File: src/rtl/pwr_pkg.sv
package pwr_pkg;
  localparam int unsigned CTRL_W     = 3;
  localparam int unsigned CTRL_SLEEP = 0;
  localparam int unsigned CTRL_HOLD  = 1;
  localparam int unsigned CTRL_IDLE  = 2;

  typedef enum logic [2:0] {
    ST_RUN   = 3'd0,
    ST_SLEEP = 3'd1,
    ST_HOLD  = 3'd2,
    ST_IDLE  = 3'd3,
    ST_RSTQ  = 3'd4
  } pwr_state_e;

  typedef enum logic [1:0] {
    ACT_RESUME = 2'd0,
    ACT_ISR    = 2'd1,
    ACT_RESET  = 2'd2
  } wake_act_e;

  typedef enum logic [1:0] {
    SRC_PORT   = 2'd0,
    SRC_RTC    = 2'd1,
    SRC_WDT    = 2'd2,
    SRC_PERIPH = 2'd3
  } wake_src_e;

  localparam logic [1:0] MODE_RUN   = 2'd0;
  localparam logic [1:0] MODE_SLEEP = 2'd1;
  localparam logic [1:0] MODE_HOLD  = 2'd2;
  localparam logic [1:0] MODE_IDLE  = 2'd3;
endpackage

File: src/rtl/pwr_wake_sync.sv
module pwr_wake_sync #(
  parameter int unsigned WIDTH = 4
) (
  input  logic             clk_i,
  input  logic             rst_ni,
  input  logic [WIDTH-1:0] async_i,
  output logic [WIDTH-1:0] sync_o
);
  for (genvar i = 0; i < WIDTH; i++) begin : g_bit
    logic s1_q, s2_q;
    always_ff @(posedge clk_i or negedge rst_ni) begin
      if (!rst_ni) begin
        s1_q <= 1'b0;
        s2_q <= 1'b0;
      end else begin
        s1_q <= async_i[i];
        s2_q <= s1_q;
      end
    end
    assign sync_o[i] = s2_q;

    // an event quiet for two edges cannot appear at the output
    AST_SYNC_NO_EARLY: assert property (@(posedge clk_i) disable iff (!rst_ni)
      (!$past(async_i[i]) && !$past(async_i[i], 2)) |-> !sync_o[i]);
  end
endmodule

File: src/rtl/pwr_wake_arb.sv
module pwr_wake_arb
  import pwr_pkg::*;
(
  input  pwr_state_e state_i,
  input  logic       ev_port_i,
  input  logic       ev_wdt_i,
  input  logic       ev_rtc_i,
  input  logic       ev_irq_i,
  input  logic       port_ie_i,
  input  logic       rtc_ie_i,
  input  logic       wdt_ie_i,
  input  logic       wdt_rst_en_i,
  output logic       hit_o,
  output wake_act_e  act_o,
  output wake_src_e  src_o
);
  logic ext_hit;
  wake_act_e hold_act;

  assign ext_hit = ev_port_i | ev_wdt_i | ev_rtc_i;

  // fixed priority: watchdog, rtc, port, peripheral
  always_comb begin
    if (ev_wdt_i)       src_o = SRC_WDT;
    else if (ev_rtc_i)  src_o = SRC_RTC;
    else if (ev_port_i) src_o = SRC_PORT;
    else                src_o = SRC_PERIPH;
  end

  always_comb begin
    unique case (src_o)
      SRC_WDT:  hold_act = wdt_rst_en_i ? ACT_RESET :
                           (wdt_ie_i ? ACT_ISR : ACT_RESUME);
      SRC_RTC:  hold_act = rtc_ie_i  ? ACT_ISR : ACT_RESUME;
      SRC_PORT: hold_act = port_ie_i ? ACT_ISR : ACT_RESUME;
      default:  hold_act = ACT_RESUME;
    endcase
  end

  always_comb begin
    hit_o = 1'b0;
    act_o = ACT_RESUME;
    unique case (state_i)
      ST_SLEEP: begin
        hit_o = ext_hit;
        act_o = ACT_RESET;
      end
      ST_HOLD: begin
        hit_o = ext_hit;
        act_o = hold_act;
      end
      ST_IDLE: begin
        hit_o = ext_hit | ev_irq_i;
        act_o = ACT_ISR;
      end
      default: begin
        hit_o = 1'b0;
        act_o = ACT_RESUME;
      end
    endcase
  end
endmodule

File: src/rtl/pwr_mode_fsm.sv
module pwr_mode_fsm
  import pwr_pkg::*;
#(
  parameter int unsigned RST_CYC = 4
) (
  input  logic              clk_i,
  input  logic              rst_ni,
  input  logic              ctrl_we_i,
  input  logic [CTRL_W-1:0] ctrl_wdata_i,
  input  logic              hit_i,
  input  wake_act_e         act_i,
  input  wake_src_e         src_i,
  output pwr_state_e        state_o,
  output logic              wake_o,
  output wake_act_e         wake_act_o,
  output wake_src_e         wake_src_o
);
  localparam int unsigned CNT_W = (RST_CYC > 1) ? $clog2(RST_CYC) : 1;
  localparam logic [CNT_W-1:0] CNT_LOAD = CNT_W'(RST_CYC - 1);

  pwr_state_e state_q, state_d;
  logic [CNT_W-1:0] cnt_q, cnt_d;
  logic lp_state;

  assign lp_state = (state_q == ST_SLEEP) || (state_q == ST_HOLD) || (state_q == ST_IDLE);

  always_comb begin
    state_d = state_q;
    cnt_d   = cnt_q;
    unique case (state_q)
      ST_RUN: begin
        if (ctrl_we_i) begin
          if (ctrl_wdata_i[CTRL_SLEEP])     state_d = ST_SLEEP;
          else if (ctrl_wdata_i[CTRL_HOLD]) state_d = ST_HOLD;
          else if (ctrl_wdata_i[CTRL_IDLE]) state_d = ST_IDLE;
        end
      end
      ST_SLEEP, ST_HOLD, ST_IDLE: begin
        if (hit_i) begin
          if (act_i == ACT_RESET) begin
            state_d = ST_RSTQ;
            cnt_d   = CNT_LOAD;
          end else begin
            state_d = ST_RUN;
          end
        end
      end
      ST_RSTQ: begin
        if (cnt_q == '0) state_d = ST_RUN;
        else             cnt_d   = cnt_q - 1'b1;
      end
      default: state_d = ST_RUN;
    endcase
  end

  always_ff @(posedge clk_i or negedge rst_ni) begin
    if (!rst_ni) begin
      state_q    <= ST_RUN;
      cnt_q      <= '0;
      wake_o     <= 1'b0;
      wake_act_o <= ACT_RESUME;
      wake_src_o <= SRC_PORT;
    end else begin
      state_q <= state_d;
      cnt_q   <= cnt_d;
      wake_o  <= lp_state && hit_i;
      if (lp_state && hit_i) begin
        wake_act_o <= act_i;
        wake_src_o <= src_i;
      end
    end
  end

  assign state_o = state_q;

  AST_SLEEP_FIRST: assert property (@(posedge clk_i) disable iff (!rst_ni)
    (state_q == ST_RUN && ctrl_we_i && ctrl_wdata_i[CTRL_SLEEP]) |=> state_q == ST_SLEEP);
  AST_HOLD_STAYS: assert property (@(posedge clk_i) disable iff (!rst_ni)
    (state_q == ST_HOLD && !hit_i) |=> state_q == ST_HOLD);
  AST_WAKE_ONE_CYCLE: assert property (@(posedge clk_i) disable iff (!rst_ni)
    wake_o |=> !wake_o);
endmodule

File: src/rtl/pwr_mode_ctrl.sv
module pwr_mode_ctrl
  import pwr_pkg::*;
#(
  parameter int unsigned NUM_IRQ = 4,
  parameter int unsigned RST_CYC = 4
) (
  input  logic               clk_i,
  input  logic               rst_ni,
  input  logic               ctrl_we_i,
  input  logic [2:0]         ctrl_wdata_i,
  input  logic               port_wake_i,
  input  logic               wdt_evt_i,
  input  logic               rtc_evt_i,
  input  logic [NUM_IRQ-1:0] periph_irq_i,
  input  logic               port_ie_i,
  input  logic               rtc_ie_i,
  input  logic               wdt_ie_i,
  input  logic               wdt_rst_en_i,
  output logic               cpu_clk_en_o,
  output logic               sys_clk_en_o,
  output logic               osc_stop_o,
  output logic               mem_cs_dis_o,
  output logic               rst_req_o,
  output logic               wake_o,
  output logic [1:0]         wake_act_o,
  output logic [1:0]         wake_src_o,
  output logic [1:0]         mode_o
);
  localparam int unsigned SYNC_W = 3 + NUM_IRQ;
  localparam int unsigned LEN_W  = $clog2(RST_CYC + 2) + 1;

  logic [SYNC_W-1:0] ev_sync;
  logic       ev_irq_any;
  logic       hit;
  wake_act_e  act, act_q;
  wake_src_e  src, src_q;
  pwr_state_e state;

  pwr_wake_sync #(.WIDTH(SYNC_W)) u_sync (
    .clk_i   (clk_i),
    .rst_ni  (rst_ni),
    .async_i ({periph_irq_i, rtc_evt_i, wdt_evt_i, port_wake_i}),
    .sync_o  (ev_sync)
  );

  assign ev_irq_any = |ev_sync[SYNC_W-1:3];

  pwr_wake_arb u_arb (
    .state_i      (state),
    .ev_port_i    (ev_sync[0]),
    .ev_wdt_i     (ev_sync[1]),
    .ev_rtc_i     (ev_sync[2]),
    .ev_irq_i     (ev_irq_any),
    .port_ie_i    (port_ie_i),
    .rtc_ie_i     (rtc_ie_i),
    .wdt_ie_i     (wdt_ie_i),
    .wdt_rst_en_i (wdt_rst_en_i),
    .hit_o        (hit),
    .act_o        (act),
    .src_o        (src)
  );

  pwr_mode_fsm #(.RST_CYC(RST_CYC)) u_fsm (
    .clk_i        (clk_i),
    .rst_ni       (rst_ni),
    .ctrl_we_i    (ctrl_we_i),
    .ctrl_wdata_i (ctrl_wdata_i),
    .hit_i        (hit),
    .act_i        (act),
    .src_i        (src),
    .state_o      (state),
    .wake_o       (wake_o),
    .wake_act_o   (act_q),
    .wake_src_o   (src_q)
  );

  assign wake_act_o = act_q;
  assign wake_src_o = src_q;

  // enables decoded straight from the state flops: they move only on a clock edge
  always_comb begin
    cpu_clk_en_o = 1'b0;
    sys_clk_en_o = 1'b0;
    osc_stop_o   = 1'b0;
    mem_cs_dis_o = 1'b0;
    rst_req_o    = 1'b0;
    mode_o       = MODE_RUN;
    unique case (state)
      ST_SLEEP: begin
        osc_stop_o   = 1'b1;
        mem_cs_dis_o = 1'b1;
        mode_o       = MODE_SLEEP;
      end
      ST_HOLD: mode_o = MODE_HOLD;
      ST_IDLE: begin
        sys_clk_en_o = 1'b1;
        mode_o       = MODE_IDLE;
      end
      ST_RSTQ: begin
        cpu_clk_en_o = 1'b1;
        sys_clk_en_o = 1'b1;
        rst_req_o    = 1'b1;
      end
      default: begin
        cpu_clk_en_o = 1'b1;
        sys_clk_en_o = 1'b1;
      end
    endcase
  end

  // reset pulse length tracker for the checks below
  logic [LEN_W-1:0] rst_len_q;
  always_ff @(posedge clk_i or negedge rst_ni) begin
    if (!rst_ni)                     rst_len_q <= '0;
    else if (!rst_req_o)             rst_len_q <= '0;
    else if (rst_len_q != '1)        rst_len_q <= rst_len_q + 1'b1;
  end

  AST_SLEEP_WAKE_RESETS: assert property (@(posedge clk_i) disable iff (!rst_ni)
    (mode_o == MODE_SLEEP && hit) |=> rst_req_o);
  AST_RST_MIN_LEN: assert property (@(posedge clk_i) disable iff (!rst_ni)
    $fell(rst_req_o) |-> rst_len_q >= LEN_W'(RST_CYC));
  AST_RST_MAX_LEN: assert property (@(posedge clk_i) disable iff (!rst_ni)
    rst_req_o |-> rst_len_q < LEN_W'(RST_CYC));
  AST_WDT_RESET_HOLD: assert property (@(posedge clk_i) disable iff (!rst_ni)
    (mode_o == MODE_HOLD && ev_sync[1] && wdt_rst_en_i) |=> rst_req_o);
  AST_IDLE_ANY_IRQ: assert property (@(posedge clk_i) disable iff (!rst_ni)
    (mode_o == MODE_IDLE && ev_irq_any) |=> (wake_o && mode_o == MODE_RUN));
endmodule

File: config.mk
export PLATFORM = sky130hd
export DESIGN_NAME = pwr_mode_ctrl
export DESIGN_NICKNAME = d
export VERILOG_FILES = /design/src/rtl/pwr_pkg.sv /design/src/rtl/pwr_wake_sync.sv /design/src/rtl/pwr_wake_arb.sv /design/src/rtl/pwr_mode_fsm.sv /design/src/rtl/pwr_mode_ctrl.sv
export SDC_FILE = /design/constraint.sdc
export NUM_CORES = 1
export LEC_CHECK = 0
export CORE_MARGIN = 2
export CORE_UTILIZATION = 40
export CTS_CLUSTER_SIZE = 28
export DETAILED_ROUTE_END_ITERATION = 10
export PLACE_DENSITY = 0.69
export SLEW_MARGIN = 15
export SYNTH_ARGS = -nofsm -noshare
export SYNTH_HDL_FRONTEND = slang
export SYNTH_SLANG_ARGS = --single-unit
File: constraint.sdc
create_clock -name clk_i -period 4.2 [get_ports clk_i]
set_input_delay 0.84 -clock clk_i [delete_from_list [all_inputs] [get_ports clk_i]]
set_output_delay 0.84 -clock clk_i [all_outputs]
set_load 0.005 [all_outputs]
## Word-level counts from Yosys, hierarchy flattened

Cells that the tools add are included.

- Bitwise gates (word level): 3
- Add/subtract/negate cells: 1
- Equality and inequality tests: 13
- Reductions and logical operators: 12
- Mux-type cells: 27

Operators by type and width:

| kind | count |
|---|---|
| $mux 3 | 7 |
| $pmux 2 s3 | 3 |
| $mux 2 | 7 |
| $pmux 3 s3 | 1 |
| $reduce_and 4->1 | 2 |
| $mux 1 | 7 |
| $eq 3x2->1 const B | 2 |
| $ne 2x1->1 const B | 3 |
| $eq 2x2->1 const B | 2 |
| $logic_not 2->1 | 2 |
| $ne 2x2->1 const B | 2 |
| $ne 4x4->1 const B | 1 |
| $pmux 2 s2 | 1 |
| $reduce_or 4->1 | 1 |
| $eq 3x1->1 const B | 1 |
| $eq 3x3->1 const B | 1 |
| $logic_not 3->1 | 1 |
| $or 1x1->1 | 3 |
| $reduce_or 3->1 | 1 |
| $eq 2x1->1 const B | 1 |
| $logic_or 1x1->1 | 2 |
| $pmux 1 s2 | 1 |
| $reduce_bool 2->1 | 1 |
| $reduce_or 2->1 | 1 |
| 2 further kinds | 2 |

- Word-level logic and storage cells: 75
- Output and inout port bits: 12
- Bits in registers: 24
- Bits of input ports: 17

## Depth between registers and ports, before layout

- Word-level depth: 10
- Gate-level depth with buffers: 6
- Gate-level depth less buffers: 6

## Hierarchy

From an unflattened synthesis, not the netlist that was laid out.

- Cell total of the unflattened synthesis: 83
- Area, all modules: 1,044.8 µm²

By module, submodules not included:

| module | cells each | seq. area each (µm²) | area each (µm²) | times used |
|---|---|---|---|---|
| pwr_mode_fsm | 38 | 250.2 | 470.5 | 1 |
| pwr_wake_sync | 21 | 350.3 | 402.9 | 1 |
| pwr_wake_arb | 15 | 0.0 | 107.6 | 1 |
| pwr_mode_ctrl | 9 | 0.0 | 63.8 | 1 |

## Worst setup path after synthesis

OpenSTA, ideal clock, no wires.

- Path kind: reg-to-output
- Start: register u_fsm.state_q[1] (netlist: u_fsm.state_o[1])
- End: output port osc_stop_o
- Required time: 3.360 ns
- Cell stages (with the launch flop): 4
- Arrival: 1.134 ns
- Slack: 2.226 ns
- Path buffers: 2
- Cells stage by stage: dfrtp_1 -> buf_2 -> nor3b_1 -> buf_4

- Cells in the longest elaborated chain, start to end: 2

RTL lines:

| item | line | RTL |
|---|---|---|
| from (decl) | pwr_mode_fsm.sv:21 | `pwr_state_e state_q, state_d;` |
| from (signal assigned) | pwr_mode_fsm.sv:64 | `state_q <= state_d;` |
| $eq 3x1->1 | -- |  |
| $mux 1 | -- |  |
| to (decl) | pwr_mode_ctrl.sv:21 | `output logic osc_stop_o,` |

No other way between the ends.

## Worst setup path after layout

- Start: register u_fsm.state_q[0] (netlist: u_fsm.state_o[0])
- End: output port osc_stop_o

- Cells in the longest elaborated chain, start to end: 2

RTL lines:

| item | line | RTL |
|---|---|---|
| $eq 3x1->1 | pwr_mode_ctrl.sv:88 | `unique case (state)` |
| $mux 1 | pwr_mode_ctrl.sv:88 |  |

No other way between the ends.

==> run_results.csv <==
group,metric,value,unit
final_layout,syn_to_final_growth,29.8,%
logic_synthesis,yosys_warnings,0,
final_layout,diodes,0,
final_layout,layout_common_cells,"27 x clkdlybuf4s50_1, 24 x dfrtp_1, 6 x inv_1",
clocking,cts_resized,0,
clocking,clockRootBuffer,"clkbuf_4",
placed_design,post_dp_cell_area,1330,um2
logic_synthesis,synth_edf_count,0,
final_layout,nNetsFinal,127,
floorplanning,coreArea,2480,um2
placed_design,hpwl,1.34,mm
sta,worst_slack,1.38,ns
routing,routed_wl,1.81,mm
routing,viasPerCell,5.11,
logic_synthesis,synth_flop_cell,"dfrtp_1",
setup_path,critPathLaunch,"u_fsm.state_o[0]",
sta,finClkSkew,0.00226,ns
routing,drtIter0Drc,4,
logic_synthesis,ys_types,36,
placed_design,portBuffers,28,
power,leakage,0.000584,uW
clocking,clk_pin_slew_worst_paths,0.12,ns
logic_synthesis,ys_seq_area_frac,0.578,
floorplanning,ios,29,
clocking,post-cts-setup-buffer-count,0,
clocking,ctsHoldBuffers,0,
sta,tightest_slew,0.516,ns
sta,slew_headroom,0.656,
power,peakVddDrop,0.337,mV
global_route,grt.total_usage,0.143,
setup_path,critPathCaptureType,"output port",
floorplanning,floorplan.initialDensity,0.420,
final_layout,layout.cells.most_common,"clkdlybuf4s50_1",
placed_design,routabilityCongestion,0.721,
floorplanning,dieArea,3020,um2
sta,finalCriticalPeriod,2.82,ns
job,cap_violations,0,
setup_path,crit_arrival,1.98,ns
global_route,grt_overflow,0,
setup_path,cp-start-kind,"flip-flop",
clocking,cts_num_sinks,24,
logic_synthesis,ys_ff_latch,24,
clocking,clkLatencyLatePin,0.30,ns
sta,fin_tns_setup,0,ns
global_route,grt_pass1_vias,685,
final_layout,drive_gt1_frac,0.168,
placed_design,post-place-ws,1.72,ns
sta,hold_viol_final,0,
outcome,outcome,"completed",
power,powerDensity,586,nW/um2
setup_path,crit_type,"reg -> out",
logic_synthesis,syn-num-nets,98,
sta,setup_viol,0,
clocking,numCtsBuffers,3,
logic_synthesis,syn_inst,80,
sta,fmaxAchievable,355,MHz
sta,hold_ws,0.362,ns
worst_hold_path,hp-class,"reg -> reg",
setup_path,r2r_start,"u_fsm.state_o[1]",
logic_synthesis,syn_avg_cell_area,13.0,um2
routing,wl_per_cell,13.2,um
routing,vias,700,
setup_path,required,3.36,ns
routing,drc,0,
floorplanning,die_y,55.0,um
logic_synthesis,async_reset_ff_frac,1.00,
sta,post-route-period-util,0.671,
global_route,antenna_found_initial,0,
clocking,htreeDepth,1,
floorplanning,die_w,55.0,um
worst_hold_path,min-delay-start,"u_sync.g_bit[6].s1_q",
floorplanning,row_count,18,
global_route,grt_pass1_wl,2.95,mm
final_layout,final_area,1350,um2
global_route,grt_max_degree,25,
logic_synthesis,syn_area,1040,um2
setup_path,crit_fanout,16,
clocking,cts_max_path_buffers,2,
routing,dr.pass1.iters,2,
sta,slew_viol_final,0,
routing,drtAntennaViolNets,0,
sta,rsz0062_at_grt,"false",
clocking,cts_tree,"built",
-- area by class of cell --
class / instances / area, um2
clock buffer: 3 / 22.5
sequential: 24 / 601
timing repair buffer: 28 / 275
fill: 235 / 1130
multi-input combinational: 46 / 392
inverter: 6 / 22.5
tap: 30 / 37.5
-- critical path, stage by stage (launching register included) --
cell	delay (ns)
dfrtp_1	0.68
nor3b_1	0.42
clkdlybuf4s50_1	0.58
-- Yosys cell counts (all sizes together) (2+ instances only) --
master  number  area share
a21oi        2      0.0096
dfrtp       24        0.58
nor2b        2       0.012
nor2         4       0.014
nor3         2      0.0096
nand2        5       0.025
inv          6       0.022
o21ai        2       0.013
nand4b       2       0.017
mux2         5       0.072
buf          4       0.024
-- where the power goes --
group	switching (uW)	internal, uW	total [uW]	leakage (uW)
Clock	61.8	33.4	95.3	0.0000138
Sequential	59.5	279	339	0.000284
Combinational	131	226	357	0.000287
-- state kept, by name (all words and copies together) (netlist names) --
register	count
u_fsm.state_o	3
u_fsm.wake_act_o	2
u_sync.g_bit.s1_q	7
u_fsm.cnt_q	2
u_sync.g_bit.s2_q	7
u_fsm.wake_o	1
u_fsm.wake_src_o	2
-- logic make-up (layout without fill, tap and decap cells) --
logic type                 count (synthesis)  after routing  synth area share
buffers and inverters                     10             37            0.0457
adders and majority gates                  1              1            0.0120
xor gates and xnor gates                   1              1           0.00843
DFF                                       24             24             0.578
muxes                                      6              6            0.0818
AOI/OAI and AO/OA                         13             13             0.111
and+or+nand+nor                           25             25             0.164
-- final timing paths --
check                                  endpoint  slack [ns]  depth (start not counted)
setup reg to reg               u_fsm.state_o[0]        2.48                          4
setup / recovery                     osc_stop_o        1.38                          2
hold reg to reg            u_sync.g_bit[6].s2_q        0.36                          0
min in group asynchronous        u_fsm.cnt_q[1]        0.49                          1
hold / removal             u_sync.g_bit[6].s2_q        0.36                          0
max in group asynchronous   u_fsm.wake_src_o[0]        3.36                          1
-- routing by layer --
metal	vias up	wire, um	track usage
met5	-	0	0
li1	336	-	-
met3	2	89	0.0323
met2	17	938	0.238
met4	0	10	0.0732
met1	345	772	0.172
-- stage by stage --
stage / power, uW / utilization / std cells
2_1_floorplan: 559 / - / 80
3_3_place_gp: 697 / 0.538 / 134
3_5_place_dp: 706 / 0.538 / 134
4_1_cts: 803 / 0.547 / 137
5_1_grt: 858 / 0.545 / 137
6_report: 791 / 0.545 / 137
(Power assumes the default switching activity.)
